<file path="config.mk">
export PLATFORM = sky130hd
export DESIGN_NAME = loop_steer
export DESIGN_NICKNAME = d
export VERILOG_FILES = /design/src/rtl/lsc_pkg.sv /design/src/rtl/lsc_addr_track.sv /design/src/rtl/lsc_mode_fsm.sv /design/src/rtl/lsc_enable_gen.sv /design/src/rtl/loop_steer.sv
export SDC_FILE = /design/constraint.sdc
export NUM_CORES = 1
export LEC_CHECK = 0
export ABC_AREA = 1
export BUFFER_PORTS_ARGS = -buffer_cell sky130_fd_sc_hd__buf_2
export CORE_MARGIN = 2
export CORE_UTILIZATION = 64
export DETAILED_ROUTE_END_ITERATION = 12
export PLACE_DENSITY = 0.88
export SLEW_MARGIN = 10
export SYNTH_ARGS = -nofsm -noshare
export SYNTH_HDL_FRONTEND = slang
export SYNTH_SLANG_ARGS = --single-unit
export TNS_END_PERCENT = 50
</file>
<file path="constraint.sdc">
create_clock -name clk -period 3.6 [get_ports clk]
set_clock_uncertainty 0.05 [all_clocks]
set_input_delay 0.18 -clock clk [delete_from_list [all_inputs] [get_ports clk]]
set_output_delay 0.18 -clock clk [all_outputs]
set_load 0.005 [all_outputs]
</file>
<file path="src/rtl/lsc_pkg.sv">
// Shared types for the loop cache steering controller.
package lsc_pkg;

    // Operating mode of the loop controller.
    typedef enum logic [1:0] {
        ST_IDLE   = 2'd0,
        ST_FILL   = 2'd1,
        ST_ACTIVE = 2'd2
    } lsc_state_e;

endpackage

</file>
<file path="src/rtl/lsc_addr_track.sv">
// Address tracker: holds the previous counted fetch address and classifies
// the current fetch against it as sequential or as a short backward jump.
// Assumes word addresses and W < AW.
module lsc_addr_track #(
    parameter int AW = 16,
    parameter int W  = 3
) (
    input  logic          clk,
    input  logic          rst_n,
    input  logic          fetch_ok,
    input  logic [AW-1:0] addr,
    output logic [AW-1:0] prev,
    output logic          is_seq,
    output logic          is_short_back
);
    logic          prev_valid;
    logic [AW-1:0] back_dist;

    // Record the address of every counted fetch.
    always_ff @(posedge clk) begin
        if (!rst_n) begin
            prev       <= '0;
            prev_valid <= 1'b0;
        end else if (fetch_ok) begin
            prev       <= addr;
            prev_valid <= 1'b1;
        end
    end

    // Compare the current address with the stored one.
    always_comb begin
        back_dist     = prev - addr;
        is_seq        = prev_valid && (addr == prev + AW'(1));
        is_short_back = prev_valid && (addr < prev) && (back_dist[AW-1:W] == '0);
    end

endmodule

</file>
<file path="src/rtl/lsc_mode_fsm.sv">
// Mode controller: idle/fill/active sequence. Records the loop bounds when
// a short backward jump appears in idle. Decides source select and buffer
// write for the current fetch combinationally. The mode register moves on
// the next edge. Assumes the classification inputs come from the tracker.
module lsc_mode_fsm
    import lsc_pkg::*;
#(
    parameter int AW = 16
) (
    input  logic          clk,
    input  logic          rst_n,
    input  logic          fetch_ok,
    input  logic [AW-1:0] addr,
    input  logic [AW-1:0] prev,
    input  logic          is_seq,
    input  logic          is_short_back,
    output lsc_state_e    state,
    output logic          src_main,
    output logic          buf_we
);
    lsc_state_e    nxt;
    logic [AW-1:0] loop_head;
    logic [AW-1:0] loop_tail;
    logic          at_tail;
    logic          to_head;
    logic          in_loop;

    // Position of the current fetch relative to the recorded loop.
    always_comb begin
        at_tail = (prev == loop_tail);
        to_head = (addr == loop_head);
        in_loop = (is_seq && !at_tail) || (at_tail && to_head);
    end

    // Next mode and per-fetch outputs.
    always_comb begin
        nxt      = state;
        buf_we   = 1'b0;
        src_main = (state != ST_ACTIVE);
        if (fetch_ok) begin
            unique case (state)
                ST_IDLE: begin
                    if (is_short_back) begin
                        nxt    = ST_FILL;
                        buf_we = 1'b1;
                    end
                end
                ST_FILL: begin
                    if (is_seq && !at_tail) begin
                        buf_we = 1'b1;
                    end else if (at_tail && to_head) begin
                        nxt      = ST_ACTIVE;
                        src_main = 1'b0;
                    end else begin
                        nxt = ST_IDLE;
                    end
                end
                ST_ACTIVE: begin
                    if (in_loop) begin
                        src_main = 1'b0;
                    end else begin
                        nxt      = ST_IDLE;
                        src_main = 1'b1;
                    end
                end
                default: nxt = ST_IDLE;
            endcase
        end
    end

    // Mode register.
    always_ff @(posedge clk) begin
        if (!rst_n) state <= ST_IDLE;
        else        state <= nxt;
    end

    // Capture loop bounds when a fill starts.
    always_ff @(posedge clk) begin
        if (!rst_n) begin
            loop_head <= '0;
            loop_tail <= '0;
        end else if (fetch_ok && state == ST_IDLE && is_short_back) begin
            loop_head <= addr;
            loop_tail <= prev;
        end
    end

endmodule

</file>
<file path="src/rtl/lsc_enable_gen.sv">
// Memory enable generation from source select, global enable and the
// transfer-active bit. Pure combinational.
module lsc_enable_gen (
    input  logic xfer_active,
    input  logic glob_en,
    input  logic src_main,
    output logic main_en,
    output logic buf_en
);
    logic use_main;

    // Main memory unless software enabled the buffer and the buffer is selected.
    always_comb begin
        use_main = !glob_en || src_main;
        main_en  = xfer_active && use_main;
        buf_en   = xfer_active && !use_main;
    end

endmodule

</file>
<file path="src/rtl/loop_steer.sv">
// Top of the loop cache steering controller. Counts fetches from the
// transfer and instruction bits, tracks addresses, and runs the mode
// controller and the enable generation. The buffer array and the memory
// sit outside this block.
module loop_steer
    import lsc_pkg::*;
#(
    parameter int AW = 16,
    parameter int W  = 3
) (
    input  logic          clk,
    input  logic          rst_n,
    input  logic [AW-1:0] fetch_addr,
    input  logic          xfer_active,
    input  logic          instr_access,
    input  logic          glob_en,
    output logic          buf_we,
    output logic [W-1:0]  buf_widx,
    output logic          src_main,
    output logic          main_en,
    output logic          buf_en
);
    logic          fetch_ok;
    logic [AW-1:0] prev;
    logic          is_seq;
    logic          is_short_back;
    lsc_state_e    cur_state;

    // A fetch counts only with both qualifying bits.
    always_comb fetch_ok = xfer_active && instr_access;

    lsc_addr_track #(.AW(AW), .W(W)) u_track (
        .clk           (clk),
        .rst_n         (rst_n),
        .fetch_ok      (fetch_ok),
        .addr          (fetch_addr),
        .prev          (prev),
        .is_seq        (is_seq),
        .is_short_back (is_short_back)
    );

    lsc_mode_fsm #(.AW(AW)) u_fsm (
        .clk           (clk),
        .rst_n         (rst_n),
        .fetch_ok      (fetch_ok),
        .addr          (fetch_addr),
        .prev          (prev),
        .is_seq        (is_seq),
        .is_short_back (is_short_back),
        .state         (cur_state),
        .src_main      (src_main),
        .buf_we        (buf_we)
    );

    lsc_enable_gen u_en (
        .xfer_active (xfer_active),
        .glob_en     (glob_en),
        .src_main    (src_main),
        .main_en     (main_en),
        .buf_en      (buf_en)
    );

    // The delayed address doubles as the data-phase write index.
    always_comb buf_widx = prev[W-1:0];

endmodule

</file>
[Word-level counts from Yosys, hierarchy flattened]
Index checks and enable logic that the tools add are counted.
Storage, ports and cells
  output and inout port bits: 7
  input bits: 21
  memory bits (read-only): 0
  bits in registers: 51
  logic and storage cells: 49
  memories kept: 0
  bits in writable memories: 0
  latch bits: 0
Cells by class
  order comparisons: 1
  muxes and demuxes: 14
  $mul: 0
  reduce and logical (&&, ||, !) cells: 18
  shift-type cells: 0
  add/sub/neg operators: 2
  bitwise logic cells: 0
  eq/ne operators: 9
  divide/modulo/power cells: 0
Operators with widths (number)
  $eq A16 B16 Y1: 3
  $add A16 B1 Y16 const B: 1
  $lt A16 B16 Y1: 1
  $sub A16 B16 Y16: 1
  $logic_not A13 Y1: 1
  $logic_and A1 B1 Y1: 10
  $mux W2: 4
  $mux W1: 7
  $ne A2 B2 Y1 const B: 3
  $pmux W2 S3: 1
  $pmux W1 S2: 2
  $reduce_and A4 Y1: 1
  $logic_not A1 Y1: 3
  $eq A2 B1 Y1 const B: 1
  $eq A2 B2 Y1 const B: 1
  $logic_not A2 Y1: 1
  $logic_or A1 B1 Y1: 2
  $ne A2 B1 Y1 const B: 1

[Depth between registers and ports, before layout]
Gate-level depths: netlist (run 1).
  depth in word-level cells: 11
  depth in mapped cells: 20
  depth with buffers taken out: 20

[By module]
Synthesis (run 1) repeated with hierarchy kept, for this count alone.
Second synthesis, totals
  cell total of the unflattened synthesis: 736
  area, all modules: 4256.6 um^2
Modules (own cells, without submodules)
  lsc_addr_track: times used 1, cells an instance 408, area each 2242.2 um^2, seq. area each 340.3 um^2
  lsc_mode_fsm: times used 1, cells an instance 321, area each 1984.4 um^2, seq. area each 680.7 um^2
  lsc_enable_gen: times used 1, cells an instance 5, area each 22.5 um^2, seq. area each 0.0 um^2
  loop_steer: times used 1, cells an instance 2, area each 7.5 um^2, seq. area each 0.0 um^2

[Worst setup path before layout (run 1)]
OpenSTA, ideal clock, no wires.
  kind: register to register
  from: register u_track.prev[2]
  to: register u_fsm.loop_tail[0]
  period minus slack after synthesis: 2245 ps
  arrival time: 2076 ps
  slack: 1355 ps
  cell stages (with the launch flop): 19
  path through: dfxtp_1 > ha_1 > nand2_1 > nand2_1 > inv_1 > nand2_1 > nand2_1 > nand2_1 > nand2_1 > nand2_1 > nand2_1 > nand2_1 > nor2_1 > nand3_1 > nor2_2 > nand3_4 > clkbuf_2 > o21ai_1 > a21oi_1
Between the ends
  word-level cells in the longest chain between the ends: 4
  elaborated cells between the ends (all ways): 6
  those cells by class: add/sub (1); order compare (1); reduce/logical (4)
RTL lines
  from (decl): RTL line lsc_addr_track.sv:12  | output logic [AW-1:0] prev,
  from (signal assigned): RTL line lsc_addr_track.sv:25  | prev <= addr;
  $sub A16 B16 Y16 or $lt A16 B16 Y1 (tied branches): RTL line lsc_addr_track.sv:32, lsc_addr_track.sv:34
  $logic_not A13 Y1 or $logic_and A1 B1 Y1 (tied branches): RTL line lsc_addr_track.sv:34  | is_short_back = prev_valid && (addr < prev) && (back_dist[AW-1:W] == '0);
  $logic_and A1 B1 Y1 (*): RTL line lsc_addr_track.sv:34
  $logic_and A1 B1 Y1 (*): RTL line lsc_mode_fsm.sv:82  | end else if (fetch_ok && state == ST_IDLE && is_short_back) begin
  to (signal assigned): RTL line lsc_mode_fsm.sv:84  | loop_tail <= prev;
  to (decl): RTL line lsc_mode_fsm.sv:23  | logic [AW-1:0] loop_tail;
Mark *: on every way between the ends. The rest lies on a longest branch, timed or not.
A chain may end at the register's enable or synchronous reset.

[Worst setup path in the final report (run 1)]
  from: register u_track.prev[0]
  to: output port buf_en
Between the ends
  word-level cells in the longest chain between the ends: 11
  elaborated cells between the ends (all ways): 16
  those cells by class: add/sub (1); eq/ne (2); mux (5); reduce/logical (8)
RTL lines
  $add A16 B1 Y16: RTL line lsc_addr_track.sv:33  | is_seq = prev_valid && (addr == prev + AW'(1));
  $eq A16 B16 Y1: RTL line lsc_addr_track.sv:33
  $logic_and A1 B1 Y1: RTL line lsc_addr_track.sv:33
  $logic_and A1 B1 Y1: RTL line lsc_mode_fsm.sv:32, lsc_mode_fsm.sv:49
  $logic_or A1 B1 Y1: RTL line lsc_mode_fsm.sv:32  | in_loop = (is_seq && !at_tail) || (at_tail && to_head);
  $mux W1: RTL line lsc_mode_fsm.sv:59  | if (in_loop) begin
  $pmux W1 S2 (*): RTL line lsc_mode_fsm.sv:41  | unique case (state)
  $mux W1 (*): RTL line lsc_mode_fsm.sv:40  | if (fetch_ok) begin
  $logic_or A1 B1 Y1 (*): RTL line lsc_enable_gen.sv:14  | use_main = !glob_en || src_main;
  $logic_not A1 Y1 (*): RTL line lsc_enable_gen.sv:16  | buf_en = xfer_active && !use_main;
  $logic_and A1 B1 Y1 (*): RTL line lsc_enable_gen.sv:16
  to (decl): RTL line loop_steer.sv:21  | output logic buf_en
Marks and branches as above.

==> results.txt, run 1 <==
FILL cells: 611
DR iter-0 viols: 312
Fin. Hold Viols: 0
DPL Wire Length: 8760 um
Mean Syn Cell Area: 5.58 um2
Post-CTS Resized: 0
CTS tree: done
met1 GRT Util: 43.6%
sequential element share of the synthesized area: 23.5%
maximum clock frequency: 0.309 GHz
Total Wirelength: 11300 um
reg2reg start: u_track.prev[2]
R2R setup slack: 0.67 ns
RD Place Congestion: 1.01
Slew Viols, Final: 0
gr ovfl total: 0
Setup crit start kind: flop
die area: 0.00746 mm2
PwrDens: 303 mW/mm2
final setup vio count: 0
Ports: 28
unrepaired setup endpoints after global routing: no
CP max FO: 6
post-synthesis register bit count: 51
Tmin final: 3.23 ns
initial antenna violation count: 0
Avg WL per Cell: 12.9 um
cts hold-fix bufs: 0
# Post-CTS Setup Buffers: 0
Sum Neg Setup Slack: 0 ns
IO Port Bufs: 27
grt met2 use: 51.5%
Min Hold Slack: 0.113 ns
largest net degree at the start of global routing: 64
num rows: 30
max incr delay on CP: 0.44 ns
Synth top cells by count: nand2_1, inv_1, nor2_1
root buffer cell: clkbuf_8
Mapped Area: 0.00434 mm2
most used cell, CP: nor2_1
DRT Pass-1 Iters: 5
first-pass GRT wire length: 19100 um
worst path buffer plus inverter count: 2
Hold Path End: u_fsm.loop_head[9]
VDD IR max: 0.184 mV
via count of the first global-routing pass: 4313
via count: 4800
ys flop type: dfxtp_1
total of max-cap violations: 0
R2R Path End: u_fsm.loop_head[14]
Clock Path Buffers: 2
H-tree level count: 2
initial core utilization: 65.0%
Synth top area share: 23.5%
count leader, synth: nand2_1
worst-margin pin slew: 0.664 ns
worst path required time: 3.37 ns
GR Util met3: 3.43%
LEAKAGE: 2.47 nW
final net count: 839
crit-path cells: inv_1, ha_1, or2_2, nor2_1, nand2_1, nor2_1, nand3_1, nor2_1, nand3_1, nand2_1, nand2_2, o211ai_1, nand2_1, nor2_1, buf_2
Worst-path clk slew: 0.10 ns
Post-Syn Nets: 819
status: completed
area delta synth->final: 6.37%
cell depth of the worst flop-to-flop path: 18
layout cell share with drive strength beyond 1: 7.13%
Area contributors post-synth: dfxtp_1, nand2_1, inv_1, nor2_1, ha_1
cell taking the most area after synthesis: dfxtp_1
CP delay by family, top: simple AND/OR/NAND/NOR gates
DR vias/cell: 5.46
Tcrit/Tclk final: 89.8%
Die W: 86.4 um
core area: 0.00668 mm2
gr usage total: 31.8%
crit path DAT: 3.00 ns
EDFF count, synth: 0
Slew headroom: 55.4%
Gate Count Post-Synth: 778
TritonCTS Sinks: 51
CP endpoint kind: output port
hold_sp: fetch_addr[9]
number of diodes: 0
DRT antenna net count: 0
post-synth cell types: 35
Clock Latency Late Sink: 0.31 ns
YS warnings: 0
worst hold path depth: 3
Die Ht: 86.4 um
Setup Crit Path Kind: reg2out
Num CTS Buffers: 5
GRT busiest layer: met2
worst min path class: in2reg
Remaining DRCs: 0
Slowest cell on crit path: dfxtp_1
ys async rst share: 0%
[routing by layer]
layer / share of wire (%) / vias to the layer above
li1: - / 2460
met2: 46 / 130
met5: 0 / -
met3: 5.6 / 27
met1: 46 / 2183
met4: 2.7 / 0
[state kept, by name (all words and copies together) (netlist names)]
signal / cells
u_fsm.loop_head: 16
u_fsm.loop_tail: 16
u_track.prev: 16
u_fsm.state: 2
u_track.prev_valid: 1
[layout by cell type, fill, tap and decap left out]
master	synthesis	routed
a21oi_1	46	46
a21oi_2	3	3
a31oi_1	1	1
buf_2	3	27
buf_4	3	2
bufinv_16	0	1
clkbuf_8	0	6
clkinv_1	2	2
clkinv_2	0	1
dfxtp_1	51	51
ha_1	20	20
inv_1	136	136
inv_2	5	5
nand2_1	270	270
nand2_2	3	3
nand3_1	40	40
nand3_2	2	2
nand3_4	1	1
nand3b_1	2	2
nand4_1	19	19
nor2_1	80	80
nor2_2	4	4
nor2b_1	1	1
nor3_1	5	5
nor4_1	2	2
o211ai_1	1	1
o21a_1	1	1
o21ai_0	27	27
o21ai_1	25	25
o21bai_1	1	1
o21bai_2	1	1
or2_2	1	1
xnor2_1	2	2
xor2_1	10	10
[cell families after synthesis]
group / count (synthesis) / synth area share [%]
simple gates: 430 / 41.0
buf+inv: 159 / 14.5
compound gates: 106 / 12.8
flops: 51 / 23.5
fa+ha+maj: 20 / 5.77
xor+xnor: 12 / 2.42
[final cells by class]
type / instances / area [um2] / share of cell area, %
flip-flops and latches: 51 / 1020 / 22.1
multi-input cells: 568 / 2690 / 58.3
well taps: 80 / 100 / 2.17
repair buffers: 29 / 150 / 3.25
inverters: 143 / 537 / 11.6
clock inverters: 2 / 35.0 / 0.759
clock buffers: 6 / 82.6 / 1.79
[stage by stage]
step | setup slack [ns] | std cells | total power, W | util, % | instance area, um2
floorplan | 1.35 | 778 | 0.000875 | - | 4340
global placement | 0.712 | 871 | 0.000967 | 67.3 | 4500
detailed placement | 0.730 | 871 | 0.000972 | 67.3 | 4500
CTS | 0.393 | 879 | 0.00140 | 69.1 | 4620
global route | 0.137 | 879 | 0.00148 | 69.1 | 4620
finish | 0.367 | 879 | 0.00140 | 69.1 | 4620
[tightest hold or removal path, delay by kind of cell]
| family | cells | cell delay (ns) |
|---|---|---|
| buf+inv | 1 | 0.12 |
| simple gates | 1 | 0.07 |
| compound gates | 1 | 0.07 |
[worst max path at each step]
stage	to	cells past startpoint	slack [ns]	from
after floorplan	u_fsm.loop_tail[0]	18	1.35	u_track.prev[2]
after global placement	u_fsm.loop_head[14]	18	0.71	u_track.prev[2]
after detailed placement	u_fsm.loop_head[14]	18	0.73	u_track.prev[2]
after CTS	buf_en	15	0.39	u_track.prev[0]
after global routing	buf_en	15	0.14	u_track.prev[0]
final	buf_en	15	0.37	u_track.prev[0]
[report_power, final]
| group | leakage, nW | total, W | internal, W | switching, W |
|---|---|---|---|---|
| sequential | 0.414 | 0.000602 | 0.000577 | 0.0000255 |
| combinational | 2.00 | 0.000366 | 0.000125 | 0.000241 |
| clock | 0.0612 | 0.000431 | 0.000226 | 0.000205 |
| total | 2.47 | 0.00140 | 0.000927 | 0.000472 |
Note: power is estimated with default switching activity, not from simulation.
==> run 2: changes to the inputs <==
Settings changed: CORE_ASPECT_RATIO from default to 0.75.
==> results.txt, run 2 (synthesis results as in run 1) <==
TritonCTS Sinks: 51
worst min path class: in2reg
Post-CTS Resized: 0
via count: 4774
Worst-path clk slew: 0.10 ns
DRT antenna net count: 0
Clock Latency Late Sink: 0.31 ns
core area: 0.00644 mm2
most common cell after layout, fill and taps aside: nand2_1
maximum clock frequency: 0.321 GHz
layout cell share with drive strength beyond 1: 7.13%
DPL Wire Length: 9240 um
Slew headroom: 56.7%
# Post-CTS Setup Buffers: 0
Tcrit/Tclk final: 86.4%
Tmin final: 3.11 ns
status: completed
Sum Neg Setup Slack: 0 ns
crit path DAT: 2.88 ns
CTS tree: done
VDD IR max: 0.230 mV
Total Wirelength: 11800 um
initial antenna violation count: 0
Clock Path Buffers: 2
first-pass GRT wire length: 19600 um
Die W: 99.1 um
Setup crit start kind: flop
Avg WL per Cell: 13.4 um
H-tree level count: 2
Layout Cells excl Fill: 880
CP max FO: 8
DR iter-0 viols: 399
PwrDens: 300 mW/mm2
worst path required time: 3.37 ns
largest net degree at the start of global routing: 64
commonest non-fill, non-tap cells in the layout: nand2_1, inv_1, nor2_1
Ports: 28
initial core utilization: 67.4%
final setup vio count: 0
gr usage total: 32.9%
LEAKAGE: 2.47 nW
via count of the first global-routing pass: 4382
top flop regs: u_fsm.loop_head x16, u_fsm.loop_tail x16, u_track.prev x16
final net count: 840
die area: 0.00746 mm2
total power draw: 0.00138 W
worst-margin pin slew: 0.645 ns
crit-path cells: ha_1, nand2_1, nor2_2, nand2_1, nand3_1, nand2_1, nor2_1, nand3_1, nor2_1, nand3_1, nand2_1, nand2_2, o211ai_1, nand2_1, nor2_1, buf_2
Slew Viols, Final: 0
RD Place Congestion: 1.02
gr ovfl total: 0
Num CTS Buffers: 5
area delta synth->final: 6.31%
IO Port Bufs: 27
Remaining DRCs: 0
post-route cell area: 0.00461 mm2
most used cell, CP: nand2_1
DRT Pass-1 Iters: 5
Slowest cell on crit path: dfxtp_1
DR vias/cell: 5.43
R2R setup slack: 0.56 ns
num rows: 25
Post-DP Area: 0.00451 mm2
total of max-cap violations: 0
Fin. Hold Viols: 0
Setup Crit Path Kind: reg2out
Die Ht: 75.3 um
unrepaired setup endpoints after global routing: no
number of diodes: 0
max incr delay on CP: 0.53 ns
root buffer cell: clkbuf_8
DP Cell Count: 873
cts hold-fix bufs: 0
CP endpoint kind: output port
-- run 2: cell types whose count changed in the layout (fill, tap and decap cells not counted) --
cell and change:
buf_4 +1, clkbuf_8 -1, clkinv_2 -1, clkinvlp_4 +1
-- run 2: final timing paths --
check                        end  cells after the start                start
max reg2reg  u_fsm.loop_head[14]                     16      u_track.prev[6]
min reg2reg  u_fsm.loop_tail[14]                      2  u_fsm.loop_tail[14]
max                       buf_en                     16      u_track.prev[1]
min          u_fsm.loop_head[13]                      3       fetch_addr[13]
-- run 2: per-layer routing --
layer  routed length (um)  track usage (%)  part of all wire, %
met2                 5300             58.0                   45
met3                  979             5.87                  8.3
met1                 5300             42.5                   45
met5                    0                0                    0
met4                  207             8.52                  1.8
-- run 2: worst max-delay path, delay by kind of cell, from the launching register on --
kind	cells	cell delay, ns
AOI/OAI and AO/OA	1	0.16
adders and majority gates	1	0.27
buffers and inverters	1	0.13
DFF	1	0.53
and+or+nand+nor	13	1.49
-- run 2: area by class of cell --
type | instances | area (um2)
multi-input cells | 568 | 2690
inverters | 143 | 537
clock buffers | 5 | 68.8
repair buffers | 30 | 158
flip-flops and latches | 51 | 1020
clock inverters | 2 | 37.5
well taps | 81 | 101
fillers | 615 | 1830
-- run 2: per-stage QoR --
stage | utilization [%] | hold slack, ns | setup WS (ns)
final | 71.6 | 0.124 | 0.488
after global routing | 71.6 | 0.142 | 0.307
after CTS | 71.6 | 0.124 | 0.530
after detailed placement | 70.0 | 0.408 | 0.638
after global placement | 70.0 | 0.397 | 0.736
after floorplan | - | 0.268 | 1.35
-- run 2: power by group --
| group | switching [W] | internal [W] |
|---|---|---|
| logic | 0.000250 | 0.000125 |
| registers | 0.0000253 | 0.000577 |
| clock network | 0.000203 | 0.000204 |
